==> src/rtl/tlbp_pkg.sv <==
package tlbp_pkg;

  typedef enum logic [1:0] {
    ACC_LOAD  = 2'd0,
    ACC_STORE = 2'd1,
    ACC_FETCH = 2'd2
  } acc_kind_e;

  localparam logic [3:0] RC_MATCH   = 4'h0;
  localparam logic [3:0] RC_BADADDR = 4'hF;
  localparam logic [3:0] RC_NOMATCH = 4'hE;
  localparam logic [3:0] RC_INVALID = 4'hD;
  localparam logic [3:0] RC_DIRTY   = 4'hC;
  localparam logic [3:0] RC_RINH    = 4'hB;
  localparam logic [3:0] RC_XINH    = 4'hA;

endpackage

==> src/rtl/tlbp_store.sv <==
module tlbp_store #(
  parameter int N      = 16,
  parameter int VA_W   = 32,
  parameter int ASID_W = 8,
  parameter int PFN_W  = 20,
  localparam int IDX_W = (N > 1) ? $clog2(N) : 1
) (
  input  logic              clk,
  input  logic              rst_n,
  input  logic              wr_en,
  input  logic [IDX_W-1:0]  wr_idx,
  input  logic [VA_W-1:0]   wr_vpn,
  input  logic [VA_W-1:0]   wr_mask,
  input  logic [ASID_W-1:0] wr_asid,
  input  logic              wr_global,
  input  logic              wr_hinv,
  input  logic [PFN_W-1:0]  wr_pfn_even,
  input  logic [PFN_W-1:0]  wr_pfn_odd,
  input  logic [1:0]        wr_valid,
  input  logic [1:0]        wr_dirty,
  input  logic [1:0]        wr_rinh,
  input  logic [1:0]        wr_xinh,
  output logic [VA_W-1:0]   e_vpn   [N],
  output logic [VA_W-1:0]   e_mask  [N],
  output logic [ASID_W-1:0] e_asid  [N],
  output logic              e_glob  [N],
  output logic              e_hinv  [N],
  output logic [PFN_W-1:0]  e_pfn0  [N],
  output logic [PFN_W-1:0]  e_pfn1  [N],
  output logic [1:0]        e_valid [N],
  output logic [1:0]        e_dirty [N],
  output logic [1:0]        e_rinh  [N],
  output logic [1:0]        e_xinh  [N]
);

  for (genvar i = 0; i < N; i++) begin : g_ent
    logic              load_en;
    logic [VA_W-1:0]   vpn_q, mask_q;
    logic [ASID_W-1:0] asid_q;
    logic              glob_q, hinv_q;
    logic [PFN_W-1:0]  pfn0_q, pfn1_q;
    logic [1:0]        valid_q, dirty_q, rinh_q, xinh_q;

    always_comb begin
      load_en = wr_en && (wr_idx == IDX_W'(i));
    end

    always_ff @(posedge clk or negedge rst_n) begin
      if (!rst_n) begin
        vpn_q   <= '0;
        mask_q  <= '0;
        asid_q  <= '0;
        glob_q  <= 1'b0;
        hinv_q  <= 1'b1;
        pfn0_q  <= '0;
        pfn1_q  <= '0;
        valid_q <= '0;
        dirty_q <= '0;
        rinh_q  <= '0;
        xinh_q  <= '0;
      end else if (load_en) begin
        vpn_q   <= wr_vpn;
        mask_q  <= wr_mask;
        asid_q  <= wr_asid;
        glob_q  <= wr_global;
        hinv_q  <= wr_hinv;
        pfn0_q  <= wr_pfn_even;
        pfn1_q  <= wr_pfn_odd;
        valid_q <= wr_valid;
        dirty_q <= wr_dirty;
        rinh_q  <= wr_rinh;
        xinh_q  <= wr_xinh;
      end
    end

    assign e_vpn[i]   = vpn_q;
    assign e_mask[i]  = mask_q;
    assign e_asid[i]  = asid_q;
    assign e_glob[i]  = glob_q;
    assign e_hinv[i]  = hinv_q;
    assign e_pfn0[i]  = pfn0_q;
    assign e_pfn1[i]  = pfn1_q;
    assign e_valid[i] = valid_q;
    assign e_dirty[i] = dirty_q;
    assign e_rinh[i]  = rinh_q;
    assign e_xinh[i]  = xinh_q;
  end

endmodule

==> src/rtl/tlbp_cmp.sv <==
module tlbp_cmp #(
  parameter int VA_W       = 32,
  parameter int PA_W       = 32,
  parameter int PAGE_SHIFT = 12,
  parameter int ASID_W     = 8,
  localparam int PFN_W     = PA_W - PAGE_SHIFT
) (
  input  logic [VA_W-1:0]   va,
  input  logic [ASID_W-1:0] cur_asid,
  input  logic [VA_W-1:0]   vpn,
  input  logic [VA_W-1:0]   pmask,
  input  logic [ASID_W-1:0] asid,
  input  logic              glob,
  input  logic              hinv,
  input  logic [PFN_W-1:0]  pfn0,
  input  logic [PFN_W-1:0]  pfn1,
  input  logic [1:0]        valid,
  input  logic [1:0]        dirty,
  input  logic [1:0]        rinh,
  input  logic [1:0]        xinh,
  output logic              hit,
  output logic [PA_W-1:0]   pa,
  output logic              h_valid,
  output logic              h_dirty,
  output logic              h_rinh,
  output logic              h_xinh
);

  localparam logic [VA_W-1:0] PAIR_MASK =
    VA_W'((64'd1 << (PAGE_SHIFT + 1)) - 64'd1);

  logic [VA_W-1:0] cmask;
  logic [VA_W-1:0] half_bit;
  logic [VA_W-1:0] offs;
  logic            odd;
  logic [PFN_W-1:0] pfn_sel;

  always_comb begin
    cmask    = pmask | PAIR_MASK;
    half_bit = cmask & ~(cmask >> 1);
    offs     = va & (cmask >> 1);
    odd      = |(va & half_bit);
    hit      = !hinv && (glob || (asid == cur_asid)) &&
               ((va & ~cmask) == (vpn & ~cmask));
    pfn_sel  = odd ? pfn1 : pfn0;
    pa       = {pfn_sel, {PAGE_SHIFT{1'b0}}} | PA_W'(offs);
    h_valid  = valid[odd];
    h_dirty  = dirty[odd];
    h_rinh   = rinh[odd];
    h_xinh   = xinh[odd];
  end

endmodule

==> src/rtl/tlbp_resolve.sv <==
module tlbp_resolve
  import tlbp_pkg::*;
#(
  parameter int N    = 16,
  parameter int PA_W = 32
) (
  input  logic [N-1:0]    hit,
  input  logic [PA_W-1:0] pa      [N],
  input  logic [N-1:0]    h_valid,
  input  logic [N-1:0]    h_dirty,
  input  logic [N-1:0]    h_rinh,
  input  logic [N-1:0]    h_xinh,
  input  acc_kind_e       kind,
  output logic [3:0]      code,
  output logic [PA_W-1:0] pa_out,
  output logic            rd,
  output logic            wr
);

  logic            any;
  logic [PA_W-1:0] w_pa;
  logic            w_v, w_d, w_r, w_x;

  // Scan from the top so the lowest matching index is written last.
  always_comb begin
    any  = 1'b0;
    w_pa = '0;
    w_v  = 1'b0;
    w_d  = 1'b0;
    w_r  = 1'b0;
    w_x  = 1'b0;
    for (int i = N - 1; i >= 0; i--) begin
      if (hit[i]) begin
        any  = 1'b1;
        w_pa = pa[i];
        w_v  = h_valid[i];
        w_d  = h_dirty[i];
        w_r  = h_rinh[i];
        w_x  = h_xinh[i];
      end
    end
  end

  always_comb begin
    code   = RC_MATCH;
    pa_out = '0;
    rd     = 1'b0;
    wr     = 1'b0;
    if (!any) begin
      code = RC_NOMATCH;
    end else if (!w_v) begin
      code = RC_INVALID;
    end else if (kind == ACC_FETCH && w_x) begin
      code = RC_XINH;
    end else if (kind == ACC_LOAD && w_r) begin
      code = RC_RINH;
    end else if (kind == ACC_STORE && !w_d) begin
      code = RC_DIRTY;
    end else begin
      pa_out = w_pa;
      rd     = 1'b1;
      wr     = w_d;
    end
  end

endmodule

==> src/rtl/tlb_pair_lookup.sv <==
module tlb_pair_lookup
  import tlbp_pkg::*;
#(
  parameter int N          = 16,
  parameter int VA_W       = 32,
  parameter int PA_W       = 32,
  parameter int PAGE_SHIFT = 12,
  parameter int ASID_W     = 8,
  localparam int IDX_W     = (N > 1) ? $clog2(N) : 1,
  localparam int PFN_W     = PA_W - PAGE_SHIFT
) (
  input  logic              clk,
  input  logic              rst_n,
  input  logic              wr_en,
  input  logic [IDX_W-1:0]  wr_idx,
  input  logic [VA_W-1:0]   wr_vpn,
  input  logic [VA_W-1:0]   wr_mask,
  input  logic [ASID_W-1:0] wr_asid,
  input  logic              wr_global,
  input  logic              wr_hinv,
  input  logic [PFN_W-1:0]  wr_pfn_even,
  input  logic [PFN_W-1:0]  wr_pfn_odd,
  input  logic [1:0]        wr_valid,
  input  logic [1:0]        wr_dirty,
  input  logic [1:0]        wr_rinh,
  input  logic [1:0]        wr_xinh,
  input  logic [VA_W-1:0]   lk_va,
  input  logic [1:0]        lk_kind,
  input  logic [ASID_W-1:0] lk_asid,
  output logic [3:0]        lk_code,
  output logic [PA_W-1:0]   lk_pa,
  output logic              lk_rd,
  output logic              lk_wr
);

  logic [VA_W-1:0]   e_vpn   [N];
  logic [VA_W-1:0]   e_mask  [N];
  logic [ASID_W-1:0] e_asid  [N];
  logic              e_glob  [N];
  logic              e_hinv  [N];
  logic [PFN_W-1:0]  e_pfn0  [N];
  logic [PFN_W-1:0]  e_pfn1  [N];
  logic [1:0]        e_valid [N];
  logic [1:0]        e_dirty [N];
  logic [1:0]        e_rinh  [N];
  logic [1:0]        e_xinh  [N];

  logic [N-1:0]    hit, h_valid, h_dirty, h_rinh, h_xinh;
  logic [PA_W-1:0] ent_pa [N];

  tlbp_store #(
    .N(N), .VA_W(VA_W), .ASID_W(ASID_W), .PFN_W(PFN_W)
  ) u_store (
    .clk(clk), .rst_n(rst_n), .wr_en(wr_en), .wr_idx(wr_idx),
    .wr_vpn(wr_vpn), .wr_mask(wr_mask), .wr_asid(wr_asid),
    .wr_global(wr_global), .wr_hinv(wr_hinv),
    .wr_pfn_even(wr_pfn_even), .wr_pfn_odd(wr_pfn_odd),
    .wr_valid(wr_valid), .wr_dirty(wr_dirty), .wr_rinh(wr_rinh),
    .wr_xinh(wr_xinh),
    .e_vpn(e_vpn), .e_mask(e_mask), .e_asid(e_asid), .e_glob(e_glob),
    .e_hinv(e_hinv), .e_pfn0(e_pfn0), .e_pfn1(e_pfn1),
    .e_valid(e_valid), .e_dirty(e_dirty), .e_rinh(e_rinh),
    .e_xinh(e_xinh)
  );

  for (genvar i = 0; i < N; i++) begin : g_cmp
    tlbp_cmp #(
      .VA_W(VA_W), .PA_W(PA_W), .PAGE_SHIFT(PAGE_SHIFT), .ASID_W(ASID_W)
    ) u_cmp (
      .va(lk_va), .cur_asid(lk_asid),
      .vpn(e_vpn[i]), .pmask(e_mask[i]), .asid(e_asid[i]),
      .glob(e_glob[i]), .hinv(e_hinv[i]),
      .pfn0(e_pfn0[i]), .pfn1(e_pfn1[i]),
      .valid(e_valid[i]), .dirty(e_dirty[i]),
      .rinh(e_rinh[i]), .xinh(e_xinh[i]),
      .hit(hit[i]), .pa(ent_pa[i]),
      .h_valid(h_valid[i]), .h_dirty(h_dirty[i]),
      .h_rinh(h_rinh[i]), .h_xinh(h_xinh[i])
    );
  end

  tlbp_resolve #(.N(N), .PA_W(PA_W)) u_res (
    .hit(hit), .pa(ent_pa), .h_valid(h_valid), .h_dirty(h_dirty),
    .h_rinh(h_rinh), .h_xinh(h_xinh), .kind(acc_kind_e'(lk_kind)),
    .code(lk_code), .pa_out(lk_pa), .rd(lk_rd), .wr(lk_wr)
  );

endmodule

==> config.mk <==
export PLATFORM = sky130hd
export DESIGN_NAME = tlb_pair_lookup
export DESIGN_NICKNAME = d
export VERILOG_FILES = /design/src/rtl/tlbp_pkg.sv /design/src/rtl/tlbp_store.sv /design/src/rtl/tlbp_cmp.sv /design/src/rtl/tlbp_resolve.sv /design/src/rtl/tlb_pair_lookup.sv
export SDC_FILE = /design/constraint.sdc
export NUM_CORES = 2
export LEC_CHECK = 0
export BUFFER_PORTS_ARGS = -buffer_cell sky130_fd_sc_hd__buf_2
export CAP_MARGIN = 20
export CORE_ASPECT_RATIO = 2
export CORE_MARGIN = 5
export CORE_UTILIZATION = 39
export DETAILED_ROUTE_END_ITERATION = 10
export HOLD_SLACK_MARGIN = 0.1
export PLACE_DENSITY = 0.56
export SYNTH_ARGS = -nofsm -noshare
export SYNTH_HDL_FRONTEND = slang
export SYNTH_SLANG_ARGS = --single-unit
==> constraint.sdc <==
create_clock -name clk -period 6.3 [get_ports clk]
set_input_delay 0.63 -clock clk [delete_from_list [all_inputs] [get_ports clk]]
set_output_delay 0.63 -clock clk [all_outputs]
set_load 0.1 [all_outputs]
==> flow_summary.json <==
{
  "clk_path_buf_depth": 4,
  "std_cell_rows": 229,
  "ys_seq_area_share_pct": 50.4,
  "cts_buffers": 154,
  "insertion_delay_ns": 0.80,
  "total_power_w": 0.0307,
  "initial_utilization_pct": 39.2,
  "holdCritPathClass": "in -> async",
  "grt-ovfl-total": 0,
  "hpwl_mm": 235,
  "cts.htree.levels": 4,
  "synthCells": 6319,
  "vias": 56500,
  "final_antenna_net_count": 0,
  "cts_tree": "done",
  "cts-root-buf": "clkbuf_16",
  "wirelength_mm": 324,
  "holdWs_ns": 0.327,
  "die_width_um": 323,
  "max_cap_violations": 0,
  "drc": 0,
  "setup_viol": 0,
  "die_h_um": 636,
  "layout-drive-gt1-share_pct": 37.6,
  "layout.nets": 6748,
  "grt_pass1_vias": 57100,
  "period_share_pct": 97.7,
  "slew_viol_final": 0,
  "io_buffers": 182,
  "max-slew-margin-rel_pct": 23.5,
  "synth_seq_cells": 1536,
  "cp_max_fo": 13,
  "grt_first_pass_wirelength_mm": 449,
  "antenna_found_initial": 26,
  "p_leak_nw": 38.3,
  "ir_drop_uv": 239,
  "drt_first_pass_iters": 6,
  "utilization_pct": 45.2,
  "ys.flop_type": "dfrtp_1",
  "synth_nets": 6490,
  "avgSynthCellArea_um2": 12.1,
  "worst_pin_slew_ns": 1.15,
  "worstSetupPathType": "reg -> out",
  "grt_max_degree": 164,
  "final_cell_mix": "mux2_2 (1554), dfrtp_1 (1520), nand2_1 (581), buf_4 (378), xnor2_1 (351)",
  "fin_worst_skew_ns": 0,
  "max_freq_mhz": 162,
  "hold_viol": 0,
  "ys_async_sr_fraction_pct": 100,
  "fin_area_um2": 87800,
  "rsz0062_at_grt": "false",
  "ys_warn_count": 0,
  "outcome": "finished clean",
  "syn_area_um2": 76300,
  "required_ns": 5.67,
  "p_per_area_nw_per_um2": 349,
  "fin_crit_ns": 6.15,
  "drt_iter0_markers": 5452,
  "groute.usage.overall_pct": 30.8,
  "area_delta_synth_final_pct": 15.1,
  "placed_area_um2": 82700,
  "synth.distinct_cells": 83,
  "pin_count": 209,
  "final_common_cell": "mux2_2",
  "coreArea_um2": 195000,
  "gp_congestion": 0.951,
  "cts_sinks": 1536,
  "dieArea_um2": 205000,
  "start_kind": "register",
  "vias_per_cell": 6.11,
  "post_drt_wl_per_cell_um": 35.1,
  "path_clk_slew_ns": 0.07,
  "endpoint_kind": "primary output",
  "synth_enable_flop_cells": 0,
  "worstPathArrival_ns": 5.52,
  "post_cts_buffers": 0
}
==> cell usage after synthesis, drive strengths merged (4+ instances only) <==
| cell type | n | share of area [%] |
|---|---|---|
| mux2 | 1554 | 23 |
| dfrtp | 1520 | 50 |
| nand2 | 585 | 2.9 |
| clkbuf | 358 | 1.8 |
| xnor2 | 351 | 4.0 |
| mux2i | 315 | 4.1 |
| o22ai | 258 | 2.1 |
| buf | 151 | 1.3 |
| a21oi | 127 | 0.83 |
| nand3 | 127 | 0.85 |
| nor4 | 115 | 1.2 |
| nor2 | 106 | 0.53 |
| o21ai | 91 | 0.60 |
| xor2 | 81 | 0.93 |
| nand4 | 64 | 0.53 |
| a211oi | 45 | 0.44 |
| nand3b | 41 | 0.40 |
| a22oi | 40 | 0.39 |
| o211ai | 37 | 0.36 |
| and3 | 27 | 0.22 |
| nor3 | 24 | 0.22 |
| a311oi | 22 | 0.25 |
| a21boi | 21 | 0.21 |
| o311ai | 20 | 0.23 |
| a2111oi | 19 | 0.23 |
| a32oi | 19 | 0.22 |
| and2 | 19 | 0.16 |
| nand4b | 17 | 0.20 |
| dfstp | 16 | 0.55 |
| inv | 16 | 0.079 |
| o21bai | 16 | 0.16 |
| a31oi | 14 | 0.12 |
| nor3b | 10 | 0.11 |
| o221ai | 10 | 0.12 |
| or3 | 10 | 0.082 |
| o2111ai | 8 | 0.10 |
| or2 | 6 | 0.049 |
| or4 | 6 | 0.059 |
| nand2b | 5 | 0.041 |
| nor4b | 5 | 0.057 |
| nor2b | 4 | 0.033 |
| or3b | 4 | 0.046 |
==> cell type report <==
cell class / instances / area (um^2)
diodes: 12 / 30.0
clock buffers: 213 / 4430
clock inverters: 52 / 636
fillers: 17900 / 107000
inverters: 16 / 60.1
multi-input cells: 4258 / 35700
flip-flops and latches: 1536 / 38500
well taps: 2541 / 3180
repair buffers: 611 / 5330
==> layer usage <==
metal / vias to the layer above / GRT usage, % / share of wire (%)
met5: - / 0 / 0.050
met4: 28 / 22.0 / 9.1
met3: 896 / 4.78 / 6.1
met2: 2596 / 51.3 / 48
met1: 29600 / 36.1 / 37
li1: 23400 / - / -
==> cells by family after synthesis <==
family | synth area share (%)
XOR/XNOR | 4.96
buffers and inverters | 3.15
flip-flops | 50.4
AO/OA/AOI/OAI | 6.80
multiplexers | 27.1
AND/OR/NAND/NOR | 7.66
==> worst max-delay path: stages, from the launching register on <==
cell and delay, ns:
dfrtp_1 0.48, nand2_1 0.11, o22ai_1 0.09, nor4_1 0.68, nand3_2 0.60, buf_4 0.35
mux2i_1 0.12, a2111oi_0 0.38, buf_4 0.18, nand4b_1 0.23, buf_4 0.21, a21oi_1 0.12
buf_4 0.21, o21ai_0 0.25, buf_4 0.23, nor4_2 0.13, buf_4 0.16, buf_12 0.16
==> power by group <==
part           internal [W]  switching (W)
logic               0.00339        0.00344
registers            0.0122        0.00206
clock network       0.00549        0.00413
==> final timing paths <==
| kind | from | end | slack (ns) | cells past startpoint |
|---|---|---|---|---|
| max in group asynchronous | rst_n | u_store.g_ent[2].pfn1_q[5] | 4.04 | 4 |
| max reg2reg | u_store.g_ent[3].mask_q[31] | u_store.g_ent[3].mask_q[31] | 5.22 | 1 |
| max | u_store.g_ent[9].mask_q[25] | lk_pa[16] | 0.15 | 17 |
| min in group clk | wr_pfn_odd[19] | u_store.g_ent[7].pfn1_q[19] | 0.38 | 3 |
| min reg2reg | u_store.g_ent[0].dirty_q[0] | u_store.g_ent[0].dirty_q[0] | 0.50 | 1 |
| min | rst_n | u_store.g_ent[14].vpn_q[17] | 0.33 | 2 |
==> what timing repair did <==
action	4_1_cts	5_1_grt
gates resized for setup	0	0
endpoints found under the hold margin	95	0
hold buffers	1	0
==> state kept, by name, indices dropped and copies added (netlist names) <==
name and cells:
u_store.g_ent.pfn0_q 320, u_store.g_ent.pfn1_q 320, u_store.g_ent.mask_q 304, u_store.g_ent.vpn_q 304
u_store.g_ent.asid_q 128, u_store.g_ent.dirty_q 32, u_store.g_ent.rinh_q 32, u_store.g_ent.valid_q 32
u_store.g_ent.xinh_q 32, u_store.g_ent.glob_q 16, u_store.g_ent.hinv_q 16
==> metrics by stage <==
step,setup slack [ns],setup TNS (ns),cells
after floorplan,-0.162,-0.646,6319
after global placement,0.269,0,8960
after detailed placement,0.299,0,8960
after CTS,0.175,0,9226
after global routing,0.0645,0,9228
final,0.145,0,9239
Note: power is estimated with default switching activity, not from simulation.
